$ cat src/rtl/cop_bus_slave.sv
`timescale 1ns/1ps
module cop_bus_slave #(
  parameter int AW       = 12,
  parameter int DW       = 32,
  parameter int NUNITS   = 4,
  parameter int WAIT_CYC = 2,
  parameter int BEATS    = 4
) (
  input  logic              clk,
  input  logic              rst_n,
  input  logic              mode_burst,
  input  logic              cs_n,
  input  logic              ts_n,
  input  logic              rd_wr,
  input  logic              burst_n,
  input  logic              dval_n,
  input  logic [AW-1:0]     addr,
  input  logic [DW-1:0]     data_in,
  output logic [DW-1:0]     data_out,
  output logic              data_oe,
  output logic              ack_wait,
  output logic [NUNITS-1:0] unit_sel,
  output logic [AW-1:0]     unit_addr,
  output logic              unit_we,
  output logic [DW-1:0]     unit_wdata,
  input  logic [DW-1:0]     unit_rdata
);
  localparam int SW = (NUNITS > 1) ? $clog2(NUNITS) : 1;
  localparam int CW = $clog2(WAIT_CYC + 2);
  localparam int BW = (BEATS > 1) ? $clog2(BEATS) : 1;

  logic          busy, rw_q, burst_q;
  logic [AW-1:0] addr_q;
  logic [CW-1:0] cnt;
  logic [BW-1:0] beat;
  logic          start, ready, beat_done, last;

  assign start     = !busy && !cs_n && !ts_n;
  assign ready     = busy && (cnt == '0);
  assign beat_done = ready && (!mode_burst || !dval_n);
  assign last      = !burst_q || (beat == BW'(BEATS - 1));

  always_ff @(posedge clk or negedge rst_n) begin
    if (!rst_n) begin
      busy    <= 1'b0;
      rw_q    <= 1'b0;
      burst_q <= 1'b0;
      addr_q  <= '0;
      cnt     <= '0;
      beat    <= '0;
    end else if (start) begin
      busy    <= 1'b1;
      rw_q    <= rd_wr;
      burst_q <= mode_burst && !burst_n;
      addr_q  <= addr;
      cnt     <= CW'(WAIT_CYC);
      beat    <= '0;
    end else if (busy) begin
      if (cnt != '0) begin
        cnt <= cnt - 1'b1;
      end else if (beat_done) begin
        if (last) begin
          busy <= 1'b0;
        end else begin
          beat              <= beat + 1'b1;
          addr_q[BW-1:0]    <= addr_q[BW-1:0] + 1'b1;
          cnt               <= CW'(WAIT_CYC);
        end
      end
    end
  end

  for (genvar i = 0; i < NUNITS; i++) begin : g_sel
    assign unit_sel[i] = busy && (addr_q[AW-1 -: SW] == SW'(i));
  end

  assign unit_addr  = addr_q;
  assign unit_we    = beat_done && !rw_q;
  assign unit_wdata = data_in;
  assign data_out   = unit_rdata;
  assign data_oe    = busy && rw_q && !cs_n;
  assign ack_wait   = mode_burst ? (busy && !ready) : !ready;
endmodule


$ cat config.mk
export PLATFORM = sky130hd
export DESIGN_NAME = cop_bus_slave
export DESIGN_NICKNAME = d
export VERILOG_FILES = /design/src/rtl/cop_bus_slave.sv
export SDC_FILE = /design/constraint.sdc
export NUM_CORES = 1
export LEC_CHECK = 0
export BUFFER_PORTS_ARGS = -buffer_cell sky130_fd_sc_hd__buf_4
export CAP_MARGIN = 20
export CORE_MARGIN = 8
export CORE_UTILIZATION = 37
export CTS_CLUSTER_SIZE = 8
export DETAILED_ROUTE_END_ITERATION = 6
export PLACE_DENSITY = 0.87
export SLEW_MARGIN = 20
export SYNTH_ARGS = -nofsm -noshare
export SYNTH_HDL_FRONTEND = slang
export SYNTH_SLANG_ARGS = --single-unit
$ cat constraint.sdc
create_clock -name clk -period 2.52 [get_ports clk]
set_clock_uncertainty 0.2 [all_clocks]
set_input_delay 0.756 -clock clk [delete_from_list [all_inputs] [get_ports clk]]
set_output_delay 0.756 -clock clk [all_outputs]
set_load 0.05 [all_outputs]
==> impl_metrics.xml <==
<?xml version="1.0" encoding="UTF-8"?>
<metrics>
  <group name="power">
    <metric name="power.switching_fraction" unit="%">51.7</metric>
    <metric name="fin_total_pwr" unit="mW">2.01</metric>
    <metric name="clock_power_share" unit="%">10.5</metric>
    <metric name="power.sequential.fraction" unit="%">28.6</metric>
    <metric name="leakagePower" unit="nW">0.714</metric>
    <metric name="combPwrFrac" unit="%">61.0</metric>
    <metric name="power.density" unit="mW/mm²">1440</metric>
    <metric name="vdd.ir_drop.worst" unit="mV">0.768</metric>
    <metric name="p_int" unit="µW">969</metric>
    <metric name="p_switching" unit="mW">1.04</metric>
  </group>
  <group name="clock_network">
    <metric name="cts_sinks" unit="">19</metric>
    <metric name="total_cts_buffers" unit="">3</metric>
    <metric name="htreeDepth" unit="">1</metric>
    <metric name="path_clk_slew" unit="ns">0.07</metric>
    <metric name="clock_latency_reported_for_the_late_side_of_the_worst_skew_pair" unit="ns">0.25</metric>
    <metric name="clk_path_buf_depth" unit="">2</metric>
    <metric name="post-cts-setup-buffer-count" unit="">0</metric>
    <metric name="root_buffer" unit="">sky130_fd_sc_hd__clkbuf_8</metric>
    <metric name="cts_tree" unit="">built</metric>
  </group>
  <group name="critical_path">
    <metric name="arrival" unit="ns">1.47</metric>
    <metric name="cp.depth" unit="">5</metric>
    <metric name="max_stage_delay" unit="ns">0.36</metric>
    <metric name="worstSetupStartpointType" unit="">flop</metric>
    <metric name="critical_path_peak_fanout" unit="">10</metric>
    <metric name="rr_worst_depth" unit="">4</metric>
    <metric name="worstPathBufferInverterCount" unit="">2</metric>
    <metric name="critical_path.slowest_cell" unit="">sky130_fd_sc_hd__dfrtp_1</metric>
    <metric name="crit_family" unit="">flip-flops</metric>
    <metric name="setup.worst_path.end_class" unit="">primary output</metric>
    <metric name="crit_type" unit="">flop to primary output</metric>
    <metric name="cp.required" unit="ns">1.56</metric>
    <metric name="cp_cell_sequence" unit="">inv_1 &gt; ha_2 &gt; nand2_4 &gt; nor3_4 &gt; buf_6</metric>
  </group>
  <group name="layout">
    <metric name="final_net_count" unit="">237</metric>
    <metric name="drive_gt1_share" unit="%">35.6</metric>
    <metric name="postLayoutCoreUtil" unit="%">35.8</metric>
    <metric name="relative_area_change_from_synthesis_to_final_layout" unit="%">-4.55</metric>
    <metric name="layout.cells.most_common_list" unit="">sky130_fd_sc_hd__buf_4 (40), sky130_fd_sc_hd__nand2_1 (38), sky130_fd_sc_hd__dfrtp_1 (19)</metric>
    <metric name="final_cells" unit="">199</metric>
    <metric name="layout.cells.most_common" unit="">sky130_fd_sc_hd__buf_4</metric>
    <metric name="insertedDiodeCount" unit="">0</metric>
    <metric name="layout_filler_cell_count" unit="">404</metric>
  </group>
  <group name="sta">
    <metric name="setup_viol_count_final" unit="">0</metric>
    <metric name="slew_headroom" unit="%">75.8</metric>
    <metric name="rsz_0062_raised_after_global_routing" unit="">false</metric>
    <metric name="report.final.hold_viol_count" unit="">0</metric>
    <metric name="transition_at_the_pin_with_the_smallest_max_transition_slack" unit="ns">0.362</metric>
    <metric name="timing.fmax" unit="GHz">0.412</metric>
    <metric name="min_period_over_period" unit="%">96.4</metric>
    <metric name="finalSetupTns" unit="ns">0</metric>
    <metric name="period_minus_ws_final" unit="ns">2.43</metric>
    <metric name="final-max-slew-violation-count" unit="">0</metric>
    <metric name="setup_slack" unit="ns">0.0904</metric>
  </group>
  <group name="synthesis">
    <metric name="syn-cell-area" unit="mm²">0.00146</metric>
    <metric name="synth-seq-cells" unit="">19</metric>
    <metric name="yosys_warnings" unit="">0</metric>
    <metric name="number_of_nets_in_the_synthesized_netlist" unit="">260</metric>
    <metric name="yosys.cell_types.count" unit="">32</metric>
    <metric name="syn-instance-count" unit="">173</metric>
    <metric name="synth.yosys.seq_area_share" unit="%">32.6</metric>
    <metric name="syn_avg_cell_area" unit="µm²">8.43</metric>
  </group>
  <group name="routing">
    <metric name="initialDrtViolationCount" unit="">19</metric>
    <metric name="totalWireLength" unit="mm">3.02</metric>
    <metric name="detail_route.wl_per_cell" unit="µm">15.2</metric>
    <metric name="via_count" unit="">951</metric>
    <metric name="drt_pass1_iterations" unit="">4</metric>
    <metric name="routed_via_density" unit="">4.78</metric>
    <metric name="drt.antenna.violating_nets" unit="">0</metric>
    <metric name="remaining_drc_errors" unit="">0</metric>
  </group>
  <group name="global_routing">
    <metric name="grt_pass1_vias" unit="">1016</metric>
    <metric name="grt_start_max_net_pins" unit="">20</metric>
    <metric name="grt.overflow.total" unit="">0</metric>
    <metric name="grt_antenna_before_repair" unit="">0</metric>
    <metric name="grt_pass1_wl" unit="mm">4.90</metric>
    <metric name="grt_use_total" unit="%">9.91</metric>
  </group>
  <group name="placed_design">
    <metric name="port-buffer-count" unit="">38</metric>
    <metric name="numPlacedInstances" unit="">195</metric>
    <metric name="place_worst_setup_slack" unit="ns">0.159</metric>
    <metric name="gp_congestion" unit="">0.803</metric>
    <metric name="post_dp_hpwl" unit="mm">2.29</metric>
  </group>
  <group name="floorplanning">
    <metric name="floorplan.initialDensity" unit="%">37.5</metric>
    <metric name="core_area" unit="mm²">0.00388</metric>
    <metric name="die_y" unit="µm">78.8</metric>
    <metric name="die_w" unit="µm">78.8</metric>
    <metric name="io_pins" unit="">167</metric>
    <metric name="floorplan.die_area" unit="mm²">0.00620</metric>
    <metric name="std_cell_rows" unit="">23</metric>
  </group>
  <group name="min_path">
    <metric name="worstHoldPathType" unit="">primary input to asynchronous set/reset pin</metric>
  </group>
  <group name="outcome">
    <metric name="run_status" unit="">complete, no violations</metric>
  </group>
  <group name="flow_run">
    <metric name="timing.max_cap.violations" unit="">0</metric>
  </group>
</metrics>
[stage by stage]
step / cell area, µm² / hold slack [ns]
2_1_floorplan: 1470 / 0.260
3_3_place_gp: 1330 / 0.260
3_5_place_dp: 1330 / 0.267
4_1_cts: 1370 / 0.174
5_1_grt: 1390 / 0.179
6_report: 1390 / 0.169
[metal layers]
metal / routed length [µm] / track usage [%] / vias up
li1: - / - / 448
met5: 0 / 0 / -
met1: 1230 / 10.9 / 448
met2: 1420 / 15.6 / 37
met3: 252 / 3.72 / 18
met4: 108 / 6.85 / 0
[Yosys cell counts]
cell type | instances | area (µm²)
sky130_fd_sc_hd__nand2b_1 | 1 | 6.26
sky130_fd_sc_hd__nor3_1 | 3 | 15.0
sky130_fd_sc_hd__a21oi_1 | 3 | 15.0
sky130_fd_sc_hd__o32a_2 | 1 | 11.3
sky130_fd_sc_hd__or4_1 | 2 | 15.0
sky130_fd_sc_hd__nor3b_1 | 1 | 7.51
sky130_fd_sc_hd__nand2_2 | 1 | 6.26
sky130_fd_sc_hd__o31ai_1 | 3 | 22.5
sky130_fd_sc_hd__inv_1 | 3 | 11.3
sky130_fd_sc_hd__mux2i_1 | 1 | 10.0
sky130_fd_sc_hd__nor3_2 | 1 | 10.0
sky130_fd_sc_hd__nor2_1 | 5 | 18.8
sky130_fd_sc_hd__and2_4 | 1 | 8.76
sky130_fd_sc_hd__or3_1 | 1 | 6.26
sky130_fd_sc_hd__buf_6 | 1 | 11.3
sky130_fd_sc_hd__nor4_1 | 1 | 6.26
sky130_fd_sc_hd__o311a_2 | 1 | 11.3
sky130_fd_sc_hd__and2_1 | 1 | 6.26
sky130_fd_sc_hd__dfrtp_1 | 19 | 475
sky130_fd_sc_hd__nor2b_1 | 3 | 18.8
sky130_fd_sc_hd__nand3b_1 | 2 | 15.0
sky130_fd_sc_hd__and3_1 | 1 | 6.26
sky130_fd_sc_hd__a31oi_1 | 2 | 12.5
sky130_fd_sc_hd__a211oi_1 | 1 | 7.51
sky130_fd_sc_hd__buf_2 | 3 | 15.0
sky130_fd_sc_hd__buf_4 | 65 | 488
sky130_fd_sc_hd__nand2_1 | 38 | 143
sky130_fd_sc_hd__ha_1 | 3 | 37.5
sky130_fd_sc_hd__nand4_1 | 1 | 6.26
sky130_fd_sc_hd__a211o_1 | 2 | 17.5
sky130_fd_sc_hd__a41o_1 | 1 | 10.0
sky130_fd_sc_hd__and2_0 | 1 | 6.26
[power groups by stage]
stage	Clock [mW]	Combinational, mW	Sequential, mW
finish	0.211	1.22	0.573
CTS	0.221	1.22	0.569
global placement	0	1.19	0.567
global route	0.235	1.31	0.600
floorplan	0	0.822	0.864
detailed placement	0	1.22	0.575
[final timing paths]
| path | startpoint | end | slack, ns |
|---|---|---|---|
| setup reg to reg | busy | unit_addr[0] | 0.60 |
| hold reg to reg | unit_addr[5] | unit_addr[5] | 0.28 |
| max in group asynchronous | rst_n | unit_addr[5] | 1.74 |
| setup / recovery | cnt[0] | unit_we | 0.09 |
| hold / removal | rst_n | unit_addr[9] | 0.17 |
| min in group clk | unit_addr[5] | unit_addr[5] | 0.28 |
[state kept, by name, indices dropped and copies added, names as in the netlist]
signal and count:
unit_addr 12, beat 2, cnt 2, burst_q 1, busy 1, rw_q 1
[area by class of cell]
cell class / instances / area, µm² / share of cell area, %
multi-input cells: 82 / 485 / 34.9
flip-flops and latches: 19 / 475 / 34.2
repair buffers: 41 / 312 / 22.4
well taps: 50 / 62.6 / 4.50
clock buffers: 4 / 45.0 / 3.24
inverters: 3 / 11.3 / 0.809
[worst register-to-register path: cells and delay by family, from the launching register on]
kind	cells	cell delay [ns]
AND/OR/NAND/NOR	1	0.50
buffers and inverters	1	0.20
flip-flops	1	0.48
AO/OA/AOI/OAI	2	0.43
[repair_timing]
| action | 4_1_cts | 5_1_grt |
|---|---|---|
| hold buffers | 0 | 0 |
| gates resized for setup | 0 | 4 |
| setup endpoints to repair | 0 | 2 |
[cell families (layout without fill, tap and decap cells)]
family	Yosys count	after routing	share of synthesized area, %
buf+inv	72	48	36.1
compound gates	14	14	7.38
fa+ha+maj	3	3	2.58
mux	1	1	0.687
flops	19	19	32.6
simple gates	64	64	20.7
Note: power is estimated with default switching activity, not from simulation.
